File: src/rtl/nvram_pkg.sv
// Package: shared state encoding and the nanosecond-to-cycle conversion
// used by the asynchronous RAM controller and its checker.
package nvram_pkg;

    typedef enum logic [2:0] {
        ST_BOOT,
        ST_IDLE,
        ST_WSETUP,
        ST_WPULSE,
        ST_WRECOV,
        ST_RACCESS,
        ST_RRECOV
    } nv_state_e;

    // Ceiling of ns/period, never below one cycle.
    function automatic int ns_to_cyc(input int ns, input int period);
        int c;
        if (ns <= 0) return 1;
        c = (ns + period - 1) / period;
        return (c < 1) ? 1 : c;
    endfunction

    function automatic int imax(input int a, input int b);
        return (a > b) ? a : b;
    endfunction

endpackage

File: src/rtl/nvram_phase_timer.sv
// Phase timer: counts the cycles spent in the current sequencer phase.
// Assumes the owner pulses `restart` in the cycle before a new phase
// begins; the count saturates so it never wraps in long idle periods.
module nvram_phase_timer #(
    parameter int CNT_W = 4
) (
    input  logic             clk,
    input  logic             rst_n,
    input  logic             restart,
    output logic [CNT_W-1:0] elapsed
);
    // Clear on phase change, otherwise count up to saturation.
    always_ff @(posedge clk) begin
        if (!rst_n || restart)
            elapsed <= '0;
        else if (elapsed != {CNT_W{1'b1}})
            elapsed <= elapsed + 1'b1;
    end
endmodule

File: src/rtl/nvram_boot_hold.sv
// Power-up hold: raises `boot_done` after BOOT_C clock cycles from reset.
// Assumes reset is applied at power-up and after any supply-low event.
module nvram_boot_hold #(
    parameter int BOOT_C = 400000
) (
    input  logic clk,
    input  logic rst_n,
    output logic boot_done
);
    localparam int CW = $clog2(BOOT_C + 1) + 1;

    logic [CW-1:0] count;

    // Count quiet cycles until the limit, then hold done.
    always_ff @(posedge clk) begin
        if (!rst_n) begin
            count     <= '0;
            boot_done <= 1'b0;
        end else if (!boot_done) begin
            count     <= count + 1'b1;
            boot_done <= (count == CW'(BOOT_C - 1));
        end
    end
endmodule

File: src/rtl/nvram_ctrl.sv
// Asynchronous 64K x 16 nonvolatile RAM controller.
// Turns host requests into chip/write/output-enable and lane-select
// sequences whose phase lengths come from nanosecond parameters. Assumes
// one request in flight at a time and an external tristate buffer that
// follows mem_dq_oe. Memory control outputs are decoded from state.
module nvram_ctrl
    import nvram_pkg::*;
#(
    parameter int CLK_NS      = 5,
    parameter int T_CYCLE_NS  = 35,
    parameter int T_ACCESS_NS = 35,
    parameter int T_ASETUP_NS = 0,
    parameter int T_WPULSE_NS = 15,
    parameter int T_ADDR_END_NS = 18,
    parameter int T_DSETUP_NS = 10,
    parameter int T_WREC_NS   = 12,
    parameter int T_RELEASE_NS = 12,
    parameter int T_HIZ_NS    = 15,
    parameter int T_BOOT_NS   = 2000000,
    parameter int ADDR_W      = 16
) (
    input  logic              clk,
    input  logic              rst_n,
    input  logic              req_valid,
    output logic              req_ready,
    input  logic              req_write,
    input  logic [ADDR_W-1:0] req_addr,
    input  logic [15:0]       req_wdata,
    input  logic [1:0]        req_lanes,
    output logic              rsp_valid,
    output logic [15:0]       rsp_rdata,
    output logic [ADDR_W-1:0] mem_addr,
    output logic              mem_ce_n,
    output logic              mem_we_n,
    output logic              mem_oe_n,
    output logic              mem_lo_n,
    output logic              mem_hi_n,
    output logic [15:0]       mem_dq_out,
    output logic              mem_dq_oe,
    input  logic [15:0]       mem_dq_in
);
    localparam int LANES   = 2;
    localparam int SETUP_C = ns_to_cyc(T_ASETUP_NS, CLK_NS);
    localparam int TA_C    = ns_to_cyc(T_RELEASE_NS, CLK_NS);
    localparam int PULSE_C = imax(imax(ns_to_cyc(T_WPULSE_NS, CLK_NS),
                                       ns_to_cyc(T_ADDR_END_NS, CLK_NS) - SETUP_C),
                                  TA_C + ns_to_cyc(T_DSETUP_NS, CLK_NS));
    localparam int WREC_C  = imax(ns_to_cyc(T_WREC_NS, CLK_NS),
                                  ns_to_cyc(T_CYCLE_NS, CLK_NS) - SETUP_C - PULSE_C);
    localparam int ACC_C   = imax(ns_to_cyc(T_ACCESS_NS, CLK_NS),
                                  ns_to_cyc(T_CYCLE_NS, CLK_NS));
    localparam int RREC_C  = ns_to_cyc(T_HIZ_NS, CLK_NS);
    localparam int BOOT_C  = ns_to_cyc(T_BOOT_NS, CLK_NS);
    localparam int MAXPH   = imax(imax(SETUP_C, PULSE_C), imax(imax(WREC_C, ACC_C), RREC_C));
    localparam int CNT_W   = $clog2(MAXPH + 1) + 1;

    nv_state_e          state, state_next;
    logic [CNT_W-1:0]   elapsed;
    logic               boot_done;
    logic               accept;
    logic               phase_end;
    logic [LANES-1:0]   lat_lanes;
    logic [15:0]        read_masked;

    nvram_boot_hold #(.BOOT_C(BOOT_C)) i_boot (
        .clk       (clk),
        .rst_n     (rst_n),
        .boot_done (boot_done)
    );

    nvram_phase_timer #(.CNT_W(CNT_W)) i_timer (
        .clk     (clk),
        .rst_n   (rst_n),
        .restart (state_next != state),
        .elapsed (elapsed)
    );

    assign req_ready = (state == ST_IDLE);
    assign accept    = req_ready && req_valid;

    // Detect the last cycle of the current timed phase.
    always_comb begin
        unique case (state)
            ST_WSETUP:  phase_end = (elapsed == CNT_W'(SETUP_C - 1));
            ST_WPULSE:  phase_end = (elapsed == CNT_W'(PULSE_C - 1));
            ST_WRECOV:  phase_end = (elapsed == CNT_W'(WREC_C - 1));
            ST_RACCESS: phase_end = (elapsed == CNT_W'(ACC_C - 1));
            ST_RRECOV:  phase_end = (elapsed == CNT_W'(RREC_C - 1));
            default:    phase_end = 1'b0;
        endcase
    end

    // Choose the next sequencer phase.
    always_comb begin
        state_next = state;
        unique case (state)
            ST_BOOT:    if (boot_done) state_next = ST_IDLE;
            ST_IDLE:    if (accept && (req_lanes != '0))
                            state_next = req_write ? ST_WSETUP : ST_RACCESS;
            ST_WSETUP:  if (phase_end) state_next = ST_WPULSE;
            ST_WPULSE:  if (phase_end) state_next = ST_WRECOV;
            ST_WRECOV:  if (phase_end) state_next = ST_IDLE;
            ST_RACCESS: if (phase_end) state_next = ST_RRECOV;
            ST_RRECOV:  if (phase_end) state_next = ST_IDLE;
            default:    state_next = ST_BOOT;
        endcase
    end

    // Advance the sequencer state.
    always_ff @(posedge clk) begin
        if (!rst_n) state <= ST_BOOT;
        else        state <= state_next;
    end

    // Capture the request fields on acceptance and hold them for the access.
    always_ff @(posedge clk) begin
        if (!rst_n) begin
            mem_addr   <= '0;
            mem_dq_out <= '0;
            lat_lanes  <= '0;
        end else if (accept) begin
            mem_addr   <= req_addr;
            mem_dq_out <= req_wdata;
            lat_lanes  <= req_lanes;
        end
    end

    // Zero the bytes of unselected lanes in the sampled read word.
    for (genvar g = 0; g < LANES; g++) begin : g_lane_mask
        assign read_masked[g*8 +: 8] = lat_lanes[g] ? mem_dq_in[g*8 +: 8] : 8'h00;
    end

    // Produce the one-cycle response and the returned data.
    always_ff @(posedge clk) begin
        if (!rst_n) begin
            rsp_valid <= 1'b0;
            rsp_rdata <= '0;
        end else begin
            rsp_valid <= 1'b0;
            if (accept && (req_lanes == '0)) begin
                rsp_valid <= 1'b1;
                rsp_rdata <= '0;
            end else if (state == ST_RACCESS && phase_end) begin
                rsp_valid <= 1'b1;
                rsp_rdata <= read_masked;
            end else if (state == ST_WRECOV && phase_end) begin
                rsp_valid <= 1'b1;
                rsp_rdata <= '0;
            end
        end
    end

    // Decode the memory control pins from the current phase.
    always_comb begin
        logic sel;
        sel        = (state == ST_WSETUP) || (state == ST_WPULSE) || (state == ST_RACCESS);
        mem_ce_n   = !sel;
        mem_we_n   = (state != ST_WPULSE);
        mem_oe_n   = (state != ST_RACCESS);
        mem_lo_n   = !(sel && lat_lanes[0]);
        mem_hi_n   = !(sel && lat_lanes[1]);
        mem_dq_oe  = (state == ST_WPULSE) && (elapsed >= CNT_W'(TA_C));
    end

endmodule

File: config.mk
export PLATFORM = sky130hd
export DESIGN_NAME = nvram_ctrl
export DESIGN_NICKNAME = d
export VERILOG_FILES = /design/src/rtl/nvram_pkg.sv /design/src/rtl/nvram_phase_timer.sv /design/src/rtl/nvram_boot_hold.sv /design/src/rtl/nvram_ctrl.sv
export SDC_FILE = /design/constraint.sdc
export NUM_CORES = 1
export LEC_CHECK = 0
export ABC_AREA = 1
export ABC_CLOCK_PERIOD_IN_PS = 4800
export BUFFER_PORTS_ARGS = -buffer_cell sky130_fd_sc_hd__buf_2
export CAP_MARGIN = 10
export CORE_MARGIN = 2
export CORE_UTILIZATION = 50
export CTS_CLUSTER_SIZE = 12
export DETAILED_ROUTE_END_ITERATION = 16
export PLACE_DENSITY = 0.84
export SETUP_SLACK_MARGIN = 0.5
export SYNTH_ARGS = -nofsm -noshare
export SYNTH_HDL_FRONTEND = slang
export SYNTH_SLANG_ARGS = --single-unit
File: constraint.sdc
create_clock -name clk -period 4.8 [get_ports clk]
set_input_delay 0.96 -clock clk [delete_from_list [all_inputs] [get_ports clk]]
set_output_delay 0.96 -clock clk [all_outputs]
set_load 0.05 [all_outputs]
; After elaboration in Yosys (flattened, before gate mapping)
; Index checks and enable logic that the tools add are counted.
[op_classes]
n_addsub = 2
order_cmp = 1
eq_ne = 14
n_mux = 17
n_bitwise = 1
n_reduce_logical = 22
[op_table]
columns = cell, n
row1 = $mux W16, 2
row2 = $mux W3, 7
row3 = $add A20 B1 Y20 const B, 1
row4 = $eq A20 B19 Y1 const B, 1
row5 = $pmux W3 S6, 1
row6 = $mux W8, 2
row7 = $eq A3 B3 Y1 const B, 3
row8 = $eq A4 B3 Y1 const B, 2
row9 = $logic_and A1 B1 Y1, 8
row10 = $eq A3 B2 Y1 const B, 2
row11 = $add A4 B1 Y4 const B, 1
row12 = $eq A4 B2 Y1 const B, 1
row13 = $ge A4 B2 Y1 const B, 1
row14 = $logic_not A1 Y1, 4
row15 = $logic_not A4 Y1, 1
row16 = $mux W1, 4
row17 = $ne A4 B4 Y1 const B, 1
row18 = $pmux W1 S4, 1
row19 = $reduce_bool A2 Y1, 2
row20 = $reduce_or A2 Y1, 2
row21 = $eq A3 B1 Y1 const B, 1
row22 = $logic_not A3 Y1, 1
row23 = $logic_or A1 B1 Y1, 3
row24 = $ne A3 B2 Y1 const B, 1
row25 = 4 further kinds, 4
[totals]
register_bits = 79
wordCells = 66

; Longest topological paths before layout
[depth]
word_depth = 7
ltp_mapped = 15

; Cells and area by module
; Synthesis repeated with hierarchy kept, for this count alone.
[unflattened]
cells_unflattened = 524
area_unflattened_um2 = 3667.3
[by_module_without_submodules]
columns = mod, instances, cells_each, area_per_inst_um2, seq_area_each_um2
row1 = nvram_ctrl, 1, 305, 2298.5, 1081.0
row2 = nvram_boot_hold, 1, 189, 1163.6, 420.4
row3 = nvram_phase_timer, 1, 30, 205.2, 80.1

; Worst setup path after synthesis
; OpenSTA, ideal clock, no wires.
[synth_path]
path_kind = flip-flop to output port
startpoint = reg state[1]
endpoint = out mem_hi_n
arrival_time_ns = 1.466
required_time_ns = 3.840
slack_ns = 2.374
path_stages_with_launch = 7
path_buffers = 0
path_cell_list = dfxtp_1 -> inv_2 -> nand2_2 -> nor2_1 -> inv_1 -> nand2_1 -> nand2_1
[synth_between]
elab_chain_len = 5
word_cells_on_any_way = 7
cone_classes = eq/ne: 3 / reduce/logical: 4
[synth_rtl]
columns = element, line_no
row1 = start: declaration, nvram_ctrl.sv:57  ; nv_state_e state, state_next;
row2 = start signal: assignment, nvram_ctrl.sv:112  ; else state <= state_next;
row3 = $eq A3 B2 Y1, nvram_ctrl.sv:156  ; sel = (state == ST_WSETUP) || (state == ST_WPULSE) || (state == ST_RACCESS);
row4 = $logic_or A1 B1 Y1, nvram_ctrl.sv:156
row5 = $logic_or A1 B1 Y1 *, nvram_ctrl.sv:156
row6 = $logic_and A1 B1 Y1 *, nvram_ctrl.sv:161  ; mem_hi_n = !(sel && lat_lanes[1]);
row7 = $logic_not A1 Y1 *, nvram_ctrl.sv:161
row8 = end: declaration, nvram_ctrl.sv:37  ; output logic mem_hi_n,
; Every way passes the cells marked *; elsewhere a longest branch is shown, timed or not.

; Worst setup path after layout
[layout_path]
startpoint = reg state[2]
endpoint = out mem_hi_n
; Same word-level chain as after synthesis.

==> impl_metrics.yaml <==
route:
  drt_pass1_iterations: 11
  finalWirelength_mm: 7.74
  dr_wl_met3_um: 454
  m1WireLength_mm: 3.40
  wl_per_cell_um: 12.3
  ant_nets: 0
  remaining_drc_errors: 8
  drt_iter0_markers: 133
  dr_total_vias: 3227
  via_per_inst: 5.13
  top_layer_used: "met4"
  wl_met2_mm: 3.76
placement:
  dpl.hpwl_mm: 5.65
  io_buffer_count: 109
  gp_congestion: 0.852
yosys:
  synth_edf_count: 0
  yosys_register_bits: 79
  synth-main-ff-cell: "dfxtp_1"
  yosysWarnings: 0
  syn_area_um2: 3350
  avgSynthCellArea_um2: 7.52
  synth_fp_nets: 502
  synthArstFlopShare_pct: 0
  synth_cell_types: 34
  seq_area_frac_synth_pct: 47.3
  synthCells: 445
floorplanning:
  coreArea_um2: 6420
  die-height_um: 85.8
  io_pins: 110
  die_area_um2: 7360
  dieWidth_um: 85.8
  start_util_pct: 52.1
  num_rows: 29
run_status:
  violations: "design-rule violations"
  status: "finished with violations"
clocking:
  clk_pin_slew_ns: 0.08
  clock_path_buffers: 2
  root_buffer: "clkbuf_8"
  ctsResizeCount: 0
  clock_latency_ns: 0.36
  ctsHoldBuffers: 0
  cts_tree: "done"
  cts.sinks: 79
  cts_inserted_buffers: 9
  postCtsSetupBuffers: 0
  h-tree-depth: 3
setup_path:
  crit_arrival_ns: 1.74
  cp_common_cell: "nand2_1"
  cp_num_buf_inv: 3
  r2r-end: "rsp_rdata[1]"
  cp_slowest_cell: "dfxtp_1"
  crit_end: "mem_hi_n"
  cp.required_ns: 3.84
  critPathCaptureType: "output pin"
  worstSetupStartpointType: "register"
  startpoint: "state[2]"
  critical_path.max_stage_delay_ns: 0.52
  cp_top_family: "flip-flops"
  ff2ff_path_depth: 7
  r2r_slack_ns: 2.47
  crit_fanout: 7
  worstReg2RegStart: "state[0]"
  path_cells: "inv_4 > nor2_1 > inv_1 > nand2_1 > nand2_1 > buf_2"
  path_depth: 6
  setup.worst_path.class: "reg -> out"
worst_hold_path:
  hold_class: "reg -> reg"
  hp-start: "rsp_rdata[7]"
finish:
  nets: 604
  areaGrowthSynthToFinish_pct: 22.3
  drive_gt1_share_pct: 28.1
  utilization_pct: 63.7
  n_antenna_cell: 0
sta:
  rsz0062_at_grt: "false"
  drv_slew: 0
  slew_headroom_pct: 52.4
  clock.fmax_mhz: 370
  worst_pin_slew_ns: 0.714
  final.setup.tns_ns: 0
  final-setup-viol-count: 0
  finalCritPeriodShare_pct: 56.3
  min_period_ns: 2.70
  worst_clock_skew_ns: 0.0112
  hold_violations: 0
power_and_ir_drop:
  powerDensity_nw_per_um2: 290
  leakagePower_nw: 1.73
  vdd_drop_max_mv: 0.204
global_routing:
  overflow: 0
  grt_pass1_wl_mm: 13.4
  grt_pass1_vias: 3191
  antenna_found_initial: 0
  grt_start_max_net_pins: 38
  grt_usage_pct: 22.5
run:
  drv_cap: 0
[tightest hold or removal path: cells and delay by family, from the launching register on]
kind,cells,cell delay (ns)
DFF,1,0.31
and+or+nand+nor,1,0.06
AOI/OAI and AO/OA,1,0.05
[synth_stat cells, types with 3 or more instances]
cell        n  area (µm²)
o21ai_0    15        75.1
nor2_1     25        93.8
nor3_1      7        35.0
inv_1      32         120
dfxtp_1    79        1580
inv_2       3        11.3
buf_2       6        30.0
nand2_1   122         458
nor4_1      4        25.0
nand2_2     8        50.1
a21oi_1    70         350
nand4_1     4        25.0
nand3_1    25         125
nor3_2      5        50.1
xor2_1      4        35.0
clkbuf_1    9        33.8
ha_1        3        37.5
nand3_2     3        30.0
[stage by stage]
step	total power (W)	instances	setup WS, ns	hold WS, ns	instance area [µm²]
after CTS	0.00120	629	2.10	0.465	4090
after detailed placement	0.000736	613	2.10	0.452	3900
after global routing	0.00123	629	1.98	0.486	4090
final	0.00118	629	2.10	0.463	4090
after floorplan	0.000707	445	2.37	0.439	3350
after global placement	0.000734	613	2.17	0.449	3900
[cells in the final DEF (no fill, tap or decap), types with 4 or more instances in the layout]
cell      instances
nor4_1            4
dfxtp_1          79
nand4_1           4
buf_2           109
clkbuf_8         10
nand3_1          25
a21oi_1          70
nand2_2           8
nor3_1            7
inv_1            32
nor3_2            5
nand2_1         122
nor2_1           25
xor2_1            4
o21ai_0          15
[layout make-up]
cell class	count	area, µm²
multi-input cells	310	1530
clock buffers	10	138
well taps	77	96.3
fillers	569	2330
inverters	37	143
clock inverters	6	52.6
flip-flops and latches	79	1580
repair buffers	110	553
[routing by layer]
metal	global-route usage, %	up-vias
met3	6.16	11
met5	0	-
li1	-	1657
met2	38.1	88
met4	9.38	0
met1	27.0	1471
[registers in the layout, indices dropped and copies added, names as in the netlist]
name              cells
i_timer.elapsed       4
mem_dq_out           16
rsp_rdata            16
state                 3
mem_addr             16
lat_lanes             2
i_boot.boot_done      1
i_boot.count         20
rsp_valid             1
[power breakdown]
part,internal [W],total (W),switching [W]
Combinational,0.0000248,0.0000553,0.0000306
Clock,0.000209,0.000464,0.000256
Sequential,0.000660,0.000665,0.00000472
[worst min path at each step]
stage	endpoint	slack (ns)	cells after the start
final	rsp_rdata[7]	0.46	2
after global routing	mem_addr[14]	0.49	2
after CTS	rsp_rdata[7]	0.46	2
after detailed placement	mem_addr[3]	0.45	2
after global placement	rsp_rdata[7]	0.45	2
after floorplan	i_boot.count[18]	0.44	2
[kinds of logic (layout without fill, tap and decap cells)]
kind of cell / count (synthesis) / count (layout) / share of synthesized area, %
and+or+nand+nor: 211 / 211 / 29.2
xor gates and xnor gates: 6 / 6 / 1.57
AOI/OAI and AO/OA: 90 / 90 / 13.8
buffers and inverters: 56 / 163 / 7.07
adders and majority gates: 3 / 3 / 1.12
DFF: 79 / 79 / 47.3
No activity file was read; power rests on OpenSTA's default activity.
